<file path="config.mk">
export PLATFORM = sky130hd
export DESIGN_NAME = bp_write_filter
export DESIGN_NICKNAME = d
export VERILOG_FILES = /design/src/rtl/bp_filter_pkg.sv /design/src/rtl/bp_code_reg.sv /design/src/rtl/bp_burst_fsm.sv /design/src/rtl/bp_range_decode.sv /design/src/rtl/bp_write_filter.sv
export SDC_FILE = /design/constraint.sdc
export NUM_CORES = 1
export LEC_CHECK = 0
export BUFFER_PORTS_ARGS = -buffer_cell sky130_fd_sc_hd__buf_2
export CAP_MARGIN = 20
export CORE_MARGIN = 5
export CORE_UTILIZATION = 35
export CTS_BUF_LIST = sky130_fd_sc_hd__clkbuf_8 sky130_fd_sc_hd__clkbuf_16
export CTS_CLUSTER_DIAMETER = 30
export DETAILED_ROUTE_END_ITERATION = 10
export GPL_TIMING_DRIVEN = 0
export PLACE_DENSITY = 0.64
export RECOVER_POWER = 25
export SYNTH_ARGS = -nofsm -noshare
export SYNTH_HDL_FRONTEND = slang
export SYNTH_SLANG_ARGS = --single-unit
</file>
<file path="constraint.sdc">
create_clock -name clk -period 2.7 [get_ports clk]
set_input_delay 0.54 -clock clk [delete_from_list [all_inputs] [get_ports clk]]
set_output_delay 0.54 -clock clk [all_outputs]
set_load 0.01 [all_outputs]
</file>
<file path="src/rtl/bp_filter_pkg.sv">
package bp_filter_pkg;

    // Burst tracking states
    typedef enum logic [0:0] {
        ST_IDLE  = 1'b0,
        ST_BURST = 1'b1
    } burst_state_e;

    // Protection settings; the encoding is decoded by bp_range_decode
    localparam logic [2:0] PC_OPEN   = 3'b000;
    localparam logic [2:0] PC_UPQ    = 3'b001;
    localparam logic [2:0] PC_UPH    = 3'b010;
    localparam logic [2:0] PC_ALL_A  = 3'b011;
    localparam logic [2:0] PC_PG_S   = 3'b100;
    localparam logic [2:0] PC_PG_M   = 3'b101;
    localparam logic [2:0] PC_PG_L   = 3'b110;
    localparam logic [2:0] PC_ALL_B  = 3'b111;

    localparam int unsigned CODE_W = 3;

endpackage

</file>
<file path="src/rtl/bp_code_reg.sv">
module bp_code_reg
    import bp_filter_pkg::*;
(
    input  logic              clk,
    input  logic              rst_n,
    input  logic              load,
    input  logic [CODE_W-1:0] load_val,
    output logic [CODE_W-1:0] code_q
);

    always_ff @(posedge clk or negedge rst_n) begin
        if (!rst_n) begin
            code_q <= PC_OPEN;
        end else if (load) begin
            code_q <= load_val;
        end
    end

endmodule

</file>
<file path="src/rtl/bp_burst_fsm.sv">
module bp_burst_fsm
    import bp_filter_pkg::*;
(
    input  logic              clk,
    input  logic              rst_n,
    input  logic              wr_beat,
    input  logic              wr_last,
    input  logic [CODE_W-1:0] live_code,
    output logic [CODE_W-1:0] eff_code,
    output logic              in_burst
);

    burst_state_e      state_q, state_d;
    logic [CODE_W-1:0] snap_q;

    // State register and the setting snapshot
    always_ff @(posedge clk or negedge rst_n) begin
        if (!rst_n) begin
            state_q <= ST_IDLE;
            snap_q  <= PC_OPEN;
        end else begin
            state_q <= state_d;
            if (state_q == ST_IDLE && wr_beat) begin
                snap_q <= live_code;
            end
        end
    end

    // Transitions: open (idle, non-last beat), close (burst, last beat)
    always_comb begin
        state_d = state_q;
        unique case (state_q)
            ST_IDLE: begin
                if (wr_beat && !wr_last) begin
                    state_d = ST_BURST;
                end
            end
            ST_BURST: begin
                if (wr_beat && wr_last) begin
                    state_d = ST_IDLE;
                end
            end
        endcase
    end

    // Setting that governs the present beat
    always_comb begin
        eff_code = live_code;
        in_burst = 1'b0;
        unique case (state_q)
            ST_IDLE: begin
                eff_code = live_code;
                in_burst = 1'b0;
            end
            ST_BURST: begin
                eff_code = snap_q;
                in_burst = 1'b1;
            end
        endcase
    end

endmodule

</file>
<file path="src/rtl/bp_range_decode.sv">
module bp_range_decode
    import bp_filter_pkg::*;
#(
    parameter int unsigned ADDR_W     = 9,
    parameter int unsigned PAGE_BYTES = 16
) (
    input  logic [CODE_W-1:0] code,
    input  logic [ADDR_W-1:0] addr,
    output logic              guarded
);

    localparam int unsigned SPAN    = 1 << ADDR_W;
    localparam int unsigned N_PAGES = 3;
    localparam logic [ADDR_W:0] UPQ_BASE = (ADDR_W+1)'((SPAN / 4) * 3);
    localparam logic [ADDR_W:0] UPH_BASE = (ADDR_W+1)'(SPAN / 2);

    logic [ADDR_W:0]      addr_x;
    logic [N_PAGES-1:0]   low_hit;

    assign addr_x = {1'b0, addr};

    // Low-page limits: 4, 8 and 16 pages
    for (genvar k = 0; k < N_PAGES; k++) begin : g_page_lim
        localparam logic [ADDR_W:0] LIM = (ADDR_W+1)'(PAGE_BYTES << (k + 2));
        assign low_hit[k] = (addr_x < LIM);
    end

    always_comb begin
        guarded = 1'b0;
        unique case (code)
            PC_OPEN:  guarded = 1'b0;
            PC_UPQ:   guarded = (addr_x >= UPQ_BASE);
            PC_UPH:   guarded = (addr_x >= UPH_BASE);
            PC_ALL_A: guarded = 1'b1;
            PC_PG_S:  guarded = low_hit[0];
            PC_PG_M:  guarded = low_hit[1];
            PC_PG_L:  guarded = low_hit[2];
            PC_ALL_B: guarded = 1'b1;
        endcase
    end

endmodule

</file>
<file path="src/rtl/bp_write_filter.sv">
module bp_write_filter
    import bp_filter_pkg::*;
#(
    parameter int unsigned ADDR_W     = 9,
    parameter int unsigned DATA_W     = 8,
    parameter int unsigned PAGE_BYTES = 16
) (
    input  logic              clk,
    input  logic              rst_n,
    input  logic              req_valid,
    input  logic              req_write,
    input  logic              req_last,
    input  logic [ADDR_W-1:0] req_addr,
    input  logic [DATA_W-1:0] req_wdata,
    input  logic              cfg_we,
    input  logic [2:0]        cfg_code,
    output logic [2:0]        prot_code,
    output logic              mem_we,
    output logic              mem_re,
    output logic [ADDR_W-1:0] mem_addr,
    output logic [DATA_W-1:0] mem_wdata,
    output logic              wr_reject
);

    logic [CODE_W-1:0] code_q;
    logic [CODE_W-1:0] eff_code;
    logic              in_burst;
    logic              guarded;
    logic              wr_beat;
    logic              rd_beat;

    assign wr_beat   = req_valid && req_write;
    assign rd_beat   = req_valid && !req_write;
    assign prot_code = code_q;

    bp_code_reg u_code (
        .clk      (clk),
        .rst_n    (rst_n),
        .load     (cfg_we),
        .load_val (cfg_code),
        .code_q   (code_q)
    );

    bp_burst_fsm u_fsm (
        .clk       (clk),
        .rst_n     (rst_n),
        .wr_beat   (wr_beat),
        .wr_last   (req_last),
        .live_code (code_q),
        .eff_code  (eff_code),
        .in_burst  (in_burst)
    );

    bp_range_decode #(
        .ADDR_W     (ADDR_W),
        .PAGE_BYTES (PAGE_BYTES)
    ) u_dec (
        .code    (eff_code),
        .addr    (req_addr),
        .guarded (guarded)
    );

    // Output stage: one register on every path to the array
    always_ff @(posedge clk or negedge rst_n) begin
        if (!rst_n) begin
            mem_we    <= 1'b0;
            mem_re    <= 1'b0;
            wr_reject <= 1'b0;
            mem_addr  <= '0;
            mem_wdata <= '0;
        end else begin
            mem_we    <= wr_beat && !guarded;
            mem_re    <= rd_beat;
            wr_reject <= wr_beat && guarded;
            if (req_valid) begin
                mem_addr <= req_addr;
            end
            if (wr_beat && !guarded) begin
                mem_wdata <= req_wdata;
            end
        end
    end

endmodule

</file>
## After elaboration in Yosys (flattened, before gate mapping)

Cells that the tools add are included.

- Order comparisons: 5
- Add/subtract/negate cells: 0
- Shift operators: 0
- Equality and inequality tests: 7
- Multiply operators: 0
- Div/mod/pow operators: 0
- Reductions and logical operators: 12
- Mux-type cells: 5
- Bitwise logic cells: 1

Operator list:

| kind | number |
|---|---|
| $ge A9 B9 Y1 const B | 2 |
| $eq A3 B3 Y1 const B | 4 |
| $lt A9 B7 Y1 const B | 1 |
| $lt A9 B8 Y1 const B | 1 |
| $lt A9 B9 Y1 const B | 1 |
| $logic_and A1 B1 Y1 | 7 |
| $pmux W1 S7 | 1 |
| $eq A3 B2 Y1 const B | 2 |
| $pmux W3 S2 | 1 |
| $eq A3 B1 Y1 const B | 1 |
| $logic_not A1 Y1 | 3 |
| $logic_not A3 Y1 | 1 |
| $mux W1 | 2 |
| $pmux W1 S2 | 1 |
| $reduce_or A2 Y1 | 1 |
| $not A1 Y1 | 1 |

- Bits of input ports: 26
- Bits in read-only memories: 0
- Memories kept: 0
- Bits in latches: 0
- Output and inout port bits: 23
- Logic and storage cells: 38
- RAM bits: 0
- Register bits after elaboration: 27

## Longest topological paths before layout

Gate-level depths: netlist of the first run.

- Depth after elaboration: 7
- Mapped depth: 6
- Mapped depth without buffers: 5

## By module

Synthesis of the first run repeated with hierarchy kept, for this count alone.

- Cell total of the unflattened synthesis: 69
- Area, all modules: 1096.1 µm²

Modules (own cells, without submodules):

| module | cells an instance | seq. area each (µm²) | instances | area an instance (µm²) |
|---|---|---|---|---|
| bp_write_filter | 43 | 500.5 | 1 | 742.0 |
| bp_burst_fsm | 13 | 100.1 | 1 | 201.4 |
| bp_code_reg | 6 | 75.1 | 1 | 108.9 |
| bp_range_decode | 7 | 0.0 | 1 | 43.8 |

## Least setup slack after synthesis of the first run

Ideal clock, no wire load.

- Kind: flip-flop to flip-flop
- Start: register with a tool-made name
- End: register mem_wdata[0]
- Library setup time: 125 ps
- Path buffers: 1
- Period minus slack after synthesis: 1936 ps
- Data required time: 2575 ps
- Cell stages (with the launch flop): 7
- Setup slack: 764 ps
- Arrival time: 1811 ps
- Cells stage by stage: dfrtp_1 -> mux2_4 -> o21ba_1 -> o21ai_2 -> or3b_1 -> buf_6 -> mux2_4

RTL lines:

| item | RTL line | RTL |
|---|---|---|
| end signal, assigned | bp_write_filter.sv:79 | `mem_wdata <= req_wdata;` |
| end, declared | bp_write_filter.sv:21 | `output logic [DATA_W-1:0] mem_wdata,` |

==> results of run 1 <==
## power by group
group | internal, W | switching (W)
combinational | 0.000175 | 0.000128
clock | 0.000102 | 0.000121
sequential | 0.000489 | 0.0000438
total | 0.000765 | 0.000292
## stage by stage
stage                     instances  total power [W]  cell area [sq um]
final                           168          0.00106               1440
after global routing            168          0.00112               1440
after CTS                       168          0.00107               1440
after detailed placement        164         0.000846               1400
after global placement          164         0.000838               1400
after floorplan                  72         0.000724               1100
## logic make-up (layout without fill, tap and decap cells)
kind of cell | after synthesis | after routing | synth area share [%]
flops | 27 | 27 | 61.2
mux | 26 | 26 | 29.5
simple gates | 8 | 8 | 3.40
compound gates | 6 | 6 | 3.51
buf+inv | 5 | 57 | 2.38
## cells in the mapped netlist
| cell | number |
|---|---|
| mux2_2 | 16 |
| o21ai_0 | 2 |
| inv_1 | 3 |
| o21ai_2 | 1 |
| nand2_1 | 4 |
| buf_6 | 1 |
| o21ba_1 | 1 |
| a21oi_1 | 2 |
| dfrtp_1 | 27 |
| mux2_4 | 9 |
| clkbuf_1 | 1 |
| nor2_1 | 2 |
| mux2i_1 | 1 |
| or3b_1 | 1 |
| nor2b_1 | 1 |
## final timing paths
kind / startpoint / end / slack (ps) / cells past startpoint
max in group asynchronous: rst_n / mem_addr[4] / 1280 / 1
worst max-delay path: flop / mem_wdata[6] / 650 / 6
worst max register to register: flop / mem_wdata[6] / 650 / 6
worst min register to register: mem_addr[3] / mem_addr[3] / 510 / 1
min in group asynchronous: rst_n / mem_wdata[1] / 590 / 1
worst min-delay path: req_write / mem_re / 430 / 2
## metal layers
layer | share of wire [%] | vias up
met5 | 0 | -
met1 | 42 | 343
li1 | - | 353
met3 | 10 | 0
met2 | 47 | 30
met4 | 0 | 0
## critical path, cell delays in order, from the launching register on
cell     delay [ps]
dfrtp_1         470
mux2_4          340
o21ba_1         180
o21ai_2         110
or3b_1          380
buf_6           160
mux2_4          300
## layout make-up
class	count	area [sq um]
Buffer	2	15.0
Multi-Input combinational cell	40	402
Tap cell	44	55.1
Clock buffer	3	41.3
Timing Repair Buffer	48	239
Sequential cell	27	676
Inverter	3	11.3
Clock inverter	1	3.75
Fill cell	288	1590
## state kept, by name (all words and copies together) (netlist names), named ones only
signal	flops
mem_addr	9
mem_wdata	8
u_code.code_q	3
u_fsm.snap_q	3
mem_re	1
mem_we	1
wr_reject	1
==> results.toml, run 1 <==
[yosys]
netlist_instances = 72
synth-seq-cells = 27
synth_top_cell_area_share_pct = 61.2
postSynthAreaPerCell_sq_um = 15.3
yosysUniqueCellTypes = 15
yosysWarningCount = 0
netlist_area_sq_mm = 0.00110
yosys-top-cells-area = "dfrtp_1 (61%), mux2_2 (16%), mux2_4 (12%), nand2_1 (1.4%), buf_6 (1.0%)"
ys_seq_area_share_pct = 61.2
synth_top_area_cell = "dfrtp_1"
synth_nets = 98

[cells_and_area]
syn_to_final_growth_pct = 30.7
final_nets = 151
drive_gt1_share_pct = 62.1
num_antenna_cells = 0
fin_util_pct = 47.6
layout.cells.most_common = "buf_2"
layout_common_cells = "buf_2 (47), dfrtp_1 (27), mux2_2 (16)"

[worst_setup_path]
crit_type = "reg2reg"
path_max_fanout = 9
cp.arrival_ps = 2210
endpoint_kind = "flop"
required_ps = 2860
start_kind = "flop"

[placed_design]
dp_worst_setup_slack_ps = 657
gp_congestion = 0.646
portBuffers = 48
hpwlAfterDp_um = 1650

[routing]
dr.pass1.iters = 3
drt-initial-drc-count = 16
detail-route-antenna-nets = 0
via_per_inst = 4.32
num_vias = 726
drc_errors = 0
wl_per_cell_um = 12.8
wirelength_um = 2150

[sta]
finalClockSkew_ps = 2.61
finalCritPeriodShare_pct = 76.0
hold_slack_ps = 426
worstMarginPinSlew_ps = 1430
final.min_clock_period_ps = 2050
setup_ws_ps = 648
drv_slew = 0
fmax_mhz = 487
max-slew-margin-rel_pct = 4.79
hold_viol = 0
tns_ps = 0
grt_setup_unrepaired = "no"
setup_viol = 0

[die]
start_util_pct = 36.4
die_h_um = 66.2
die_x_um = 66.2
die_area_sq_mm = 0.00438
num_rows = 20
core_area_sq_mm = 0.00303
io_pins = 49

[global_routing]
use_met1_pct = 13.4
grt.busiest_layer = "met2"
grt_usage_pct = 10.6
antenna_found_initial = 0
use_met2_pct = 17.1
met3_usage_pct = 3.57
first_global_vias = 772
grt_pass1_wl_um = 3570
grt_overflow = 0
grt_max_degree = 28

[flow_run]
drv_cap = 0

[clock_network]
worstSkewPairLatency_ps = 270
cts_tree = "yes"
cts_root_buf = "clkbuf_8"
cts_resized = 0
cts_made_buffers = 3
cts-htree-levels = 1
hold_buffers = 0
cts.sinks = 27
path_clk_slew_ps = 90
clock_path_buffers = 2
cts_setup_buffers = 0

[status]
status = "complete, no violations"

[worst_hold_path]
min_path_type = "in2reg"

[power]
vdd_drop_max_uv = 225
power.density_mw_per_mm2 = 733
p_leak_nw = 0.746
Power figures use the tool's default switching activity.
==> inputs of run 2 (changes only) <==
--- a/config.mk
+++ b/config.mk
@@ -5,6 +5,7 @@
 export SDC_FILE = /design/constraint.sdc
 export NUM_CORES = 1
 export LEC_CHECK = 0
+export ABC_AREA = 1
 export BUFFER_PORTS_ARGS = -buffer_cell sky130_fd_sc_hd__buf_2
 export CAP_MARGIN = 20
 export CORE_MARGIN = 5
@@ -13,7 +14,7 @@
 export CTS_CLUSTER_DIAMETER = 30
 export DETAILED_ROUTE_END_ITERATION = 10
 export GPL_TIMING_DRIVEN = 0
-export PLACE_DENSITY = 0.64
+export PLACE_DENSITY = 0.63
 export RECOVER_POWER = 25
 export SYNTH_ARGS = -nofsm -noshare
 export SYNTH_HDL_FRONTEND = slang
==> constraint.sdc (replaced) <==
create_clock -name clk -period 2.1 [get_ports clk]
set_input_delay 0.42 -clock clk [delete_from_list [all_inputs] [get_ports clk]]
set_output_delay 0.42 -clock clk [all_outputs]
set_load 0.01 [all_outputs]
==> results.toml, run 2 <==
[yosys]
netlist_area_sq_mm = 0.00118
ys_seq_area_share_pct = 57.4
yosys-top-cells-area = "dfrtp_1 (57%), nand2_1 (19%), nand4_1 (4.3%), o21ai_0 (3.8%), nand2_2 (3.2%)"
synth.most_common_cell = "nand2_1"
yosys-top-cells-count = "nand2_1 (60), dfrtp_1 (27), inv_1 (9), o21ai_0 (9), nand4_1 (8)"
synth_edf_count = 0
async_flop_share_pct = 100
synth-seq-cells = 27
yosysUniqueCellTypes = 17
postSynthAreaPerCell_sq_um = 8.84
synthFlopType = "dfrtp_1"
synth_top_cell_area_share_pct = 57.4
yosysWarningCount = 0
synth_nets = 159
synth_top_area_cell = "dfrtp_1"
netlist_instances = 133

[worst_setup_path]
cp_cell_sequence = "inv_2 -> nand2_4 -> nand2_2 -> nor2_2 -> nand2_2 -> nand2_4 -> nand3_4 -> nand2_1 -> nand2_1"
start_kind = "flop"
crit_type = "reg2reg"
cp.arrival_ps = 1510
crit_path_top_delay_cell = "dfrtp_1"
path_max_fanout = 10
cpPeakStageDelay_ps = 440
endpoint_kind = "flop"
required_ps = 2270

[clock_network]
hold_buffers = 0
cts_resized = 0
worstSkewPairLatency_ps = 270
clock_path_buffers = 2
cts_root_buf = "clkbuf_8"
cts.sinks = 27
cts_tree = "yes"
cts_setup_buffers = 0
cts-htree-levels = 1
cts_made_buffers = 3
path_clk_slew_ps = 90

[routing]
drt-initial-drc-count = 40
num_vias = 1019
wirelength_um = 2620
wl_per_cell_um = 11.4
via_per_inst = 4.43
dr.pass1.iters = 4
detail-route-antenna-nets = 0
drc_errors = 0

[cells_and_area]
top_register = "mem_addr"
num_antenna_cells = 0
largest_reg_flops = 9
reg_top3 = "mem_addr x9, mem_wdata x8"
layout.cells.most_common = "nand2_1"
final_nets = 211
final_area_sq_mm = 0.00151
drive_gt1_share_pct = 34.2
layout_common_cells = "nand2_1 (60), buf_2 (47), dfrtp_1 (27)"
syn_to_final_growth_pct = 28.6

[sta]
hold_viol = 0
finalCritPeriodShare_pct = 63.7
worstMarginPinSlew_ps = 1420
drv_slew = 0
grt_setup_unrepaired = "no"
setup_viol = 0
finalClockSkew_ps = 4.87
tns_ps = 0
fmax_mhz = 747
max-slew-margin-rel_pct = 5.38
final.min_clock_period_ps = 1340

[die]
num_rows = 21
die_area_sq_mm = 0.00462
die_x_um = 68.0
die_h_um = 68.0
start_util_pct = 35.8
io_pins = 49
core_area_sq_mm = 0.00328

[placed_design]
hpwlAfterDp_um = 2020
portBuffers = 47
gp_congestion = 0.764
place_area_sq_mm = 0.00147

[global_routing]
first_global_vias = 1044
grt_usage_pct = 12.5
grt_pass1_wl_um = 4340
grt_overflow = 0
antenna_found_initial = 0
grt_max_degree = 28

[power]
vdd_drop_max_uv = 228
p_leak_nw = 0.858
power.density_mw_per_mm2 = 831

[worst_hold_path]
min_path_type = "in2reg"

[flow_run]
drv_cap = 0

[status]
status = "complete, no violations"
run 2: cell count changes after synthesis, sizes merged, moves of 2 or more:
cell	change
nand4	+8
nand3	+3
o21ai	+6
mux2	-25
inv	+7
nand2	+64
nor2	+2
run 2: logic make-up (layout without fill, tap and decap cells):
family / after synthesis / after routing / synth area share [%]
DFF: 27 / 27 / 57.4
AOI/OAI and AO/OA: 10 / 10 / 4.25
buffers and inverters: 13 / 64 / 4.25
and+or+nand+nor: 83 / 83 / 34.0
run 2: worst paths after layout:
check | cells after the start | slack [ps] | start | endpoint
max | 9 | 760 | flop | mem_wdata[4]
min | 2 | 300 | req_write | mem_re
max reg2reg | 9 | 760 | flop | mem_wdata[4]
min reg2reg | 2 | 470 | mem_wdata[2] | mem_wdata[2]
max in group asynchronous | 1 | 810 | rst_n | u_code.code_q[0]
min in group asynchronous | 1 | 460 | rst_n | mem_addr[0]
run 2: area by class of cell:
class / instances / area, sq um
Buffer: 2 / 8.76
Clock buffer: 3 / 41.3
Clock inverter: 1 / 3.75
Fill cell: 320 / 1770
Inverter: 11 / 41.3
Multi-Input combinational cell: 93 / 450
Sequential cell: 27 / 676
Tap cell: 46 / 57.6
Timing Repair Buffer: 47 / 234
run 2: critical path, delay by kind of cell (launching register included):
family / cells / cell delay [ps]
and+or+nand+nor: 8 / 690
DFF: 1 / 440
buffers and inverters: 1 / 100
run 2: layer usage:
metal	part of all wire, %	vias to the layer above	wire length [um]	global-route usage [%]
met5	0	-	0	0
li1	-	522	-	-
met2	50	29	1300	21.7
met1	42	464	1100	14.5
met4	1.3	0	34	5.96
met3	7.0	4	184	2.96
run 2: metrics by stage:
stage	utilization, %	total power, W	instances	setup WS, ps	hold WS, ps
floorplan	-	0.000849	133	817	124
CTS	46.1	0.00128	230	746	162
detailed placement	44.7	0.000988	226	580	454
global route	46.1	0.00136	230	452	313
finish	46.1	0.00126	230	762	304
global placement	44.7	0.000976	226	619	448
run 2: power breakdown:
part / internal, W / leakage (nW) / switching, W / total (W)
clock: 0.000131 / 0.0269 / 0.000155 / 0.000286
combinational: 0.000127 / 0.495 / 0.000196 / 0.000323
sequential: 0.000602 / 0.335 / 0.0000459 / 0.000648
==> inputs of run 3 (changes only) <==
--- a/config.mk
+++ b/config.mk
@@ -14,7 +14,7 @@
 export CTS_CLUSTER_DIAMETER = 30
 export DETAILED_ROUTE_END_ITERATION = 10
 export GPL_TIMING_DRIVEN = 0
-export PLACE_DENSITY = 0.63
+export PLACE_DENSITY = 0.66
 export RECOVER_POWER = 25
 export SYNTH_ARGS = -nofsm -noshare
 export SYNTH_HDL_FRONTEND = slang
==> constraint.sdc (replaced) <==
create_clock -name clk -period 1.1 [get_ports clk]
set_input_delay 0.22 -clock clk [delete_from_list [all_inputs] [get_ports clk]]
set_output_delay 0.22 -clock clk [all_outputs]
set_load 0.01 [all_outputs]
==> results.toml, run 3 (synthesis gave the netlist of run 2 again) <==
[status]
status = "complete, but fails checks"
violations = "negative setup slack"

[worst_setup_path]
cp.arrival_ps = 1470
cp_top_family = "flip-flops"
cpPeakStageDelay_ps = 480
crit_type = "reg2reg"
crit_path_top_delay_cell = "dfrtp_2"
cp_common_cell = "nand2_4"
endpoint_kind = "flop"
cp_cell_sequence = "inv_4 -> nand2_4 -> nand2_4 -> inv_2 -> nand2_2 -> nand3_4 -> buf_6 -> nand4_1 -> nand2_1"
start_kind = "flop"
required_ps = 1270
crit_buf_inv = 3
path_max_fanout = 6

[die]
die_x_um = 68.0
start_util_pct = 35.8
io_pins = 49
num_rows = 21
die_area_sq_mm = 0.00462
core_area_sq_mm = 0.00328
die_h_um = 68.0

[sta]
finalCritPeriodShare_pct = 118
setup_viol = 10
final.min_clock_period_ps = 1290
fmax_mhz = 773
hold_viol = 0
grt_setup_unrepaired = "yes"
max-slew-margin-rel_pct = 55.8
finalClockSkew_ps = 4.77
tns_ps = -1760
setup_ws_ps = -193
worstMarginPinSlew_ps = 663
drv_slew = 0

[power]
p_leak_nw = 0.893
netSwitchingFraction_pct = 32.6
vdd_drop_max_uv = 734
intPower_w = 0.00170
power.share.sequential_pct = 49.1
clockPowerShare_pct = 23.6
power.density_mw_per_mm2 = 1560
comb_power_share_pct = 27.3
p_sw_w = 0.000820

[cells_and_area]
reg_top3 = "mem_addr x9, mem_wdata x8"
fin_util_pct = 49.0
largest_reg_flops = 9
drive_gt1_share_pct = 40.1
syn_to_final_growth_pct = 36.8
top_register = "mem_addr"
num_antenna_cells = 0
fillCellCount = 353
layout.cells.most_common = "nand2_1"
final_nets = 219
layout_common_cells = "nand2_1 (57), buf_2 (46), dfrtp_1 (26)"

[clock_network]
cts.sinks = 27
cts_tree = "yes"
worstSkewPairLatency_ps = 280
cts-htree-levels = 1
cts_root_buf = "clkbuf_8"
clock_path_buffers = 2
cts_made_buffers = 3
path_clk_slew_ps = 100

[global_routing]
grt.busiest_layer = "met2"
first_global_vias = 991
grt_max_degree = 28
met3_usage_pct = 1.97
antenna_found_initial = 0
grt_pass1_wl_um = 4320
use_met1_pct = 14.3
grt_usage_pct = 12.4
grt_overflow = 0
use_met2_pct = 22.1

[routing]
wl_per_cell_um = 11.3
drc_errors = 0
detail-route-antenna-nets = 0
drt-initial-drc-count = 40
wirelength_um = 2690
num_vias = 1058
via_per_inst = 4.45
dr.pass1.iters = 4

[flow_run]
drv_cap = 0

[placed_design]
portBuffers = 47
hpwlAfterDp_um = 1890
gp_congestion = 0.783
dp_worst_setup_slack_ps = -253

[worst_hold_path]
min_path_type = "in2reg"
-- run 3: path summary, 6_finish.rpt --
path / slack [ps] / depth (start not counted) / endpoint / from
hold / removal: 90 / 2 / mem_re / req_write
max in group asynchronous: 140 / 2 / async pin / rst_n
min in group asynchronous: 490 / 2 / mem_addr[4] / rst_n
hold reg to reg: 470 / 2 / mem_wdata[6] / mem_wdata[6]
setup reg to reg: -190 / 9 / mem_wdata[2] / flop
setup / recovery: -190 / 9 / mem_wdata[2] / flop
-- run 3: per-layer routing --
metal | vias up | part of all wire, %
met5 | - | 0
met4 | 0 | 2.0
met3 | 5 | 7.2
met2 | 35 | 47
met1 | 479 | 44
li1 | 539 | -
-- run 3: power groups by stage --
stage                     clock network (W)  registers (W)  logic [W]
after floorplan                           0        0.00132   0.000306
after global routing               0.000652        0.00126   0.000772
after detailed placement                  0        0.00125   0.000628
after global placement                    0        0.00125   0.000623
final                              0.000595        0.00124   0.000687
after CTS                          0.000616        0.00124   0.000691
-- run 3: stage by stage --
step,area [sq um],hold slack (ps),total power [W],instances
6_report,1610,94.8,0.00252,238
5_1_grt,1610,95.5,0.00268,238
4_1_cts,1580,89.9,0.00255,235
3_5_place_dp,1470,260,0.00188,226
3_3_place_gp,1470,260,0.00187,226
2_1_floorplan,1180,-75.6,0.00162,133
-- run 3: what timing repair did --
| action | in CTS | in global routing |
|---|---|---|
| setup buffers | 2 | 3 |
| setup endpoints to repair | 10 | 14 |
| resized for setup | 8 | 1 |
| gates cloned | 2 | 0 |
| endpoints found under the hold margin | 27 | 0 |
| hold buffers | 1 | 0 |
| pin swaps | 6 | 2 |
-- run 3: area by class of cell --
class / instances / area [sq um] / share of cell area [%]
flip-flops and latches: 27 / 677 / 42.1
multi-input cells: 95 / 479 / 29.8
repair buffers: 53 / 290 / 18.0
well taps: 46 / 57.6 / 3.58
inverters: 11 / 47.5 / 2.95
clock buffers: 3 / 41.3 / 2.57
clock inverters: 1 / 8.76 / 0.544
plain buffers: 2 / 7.51 / 0.467
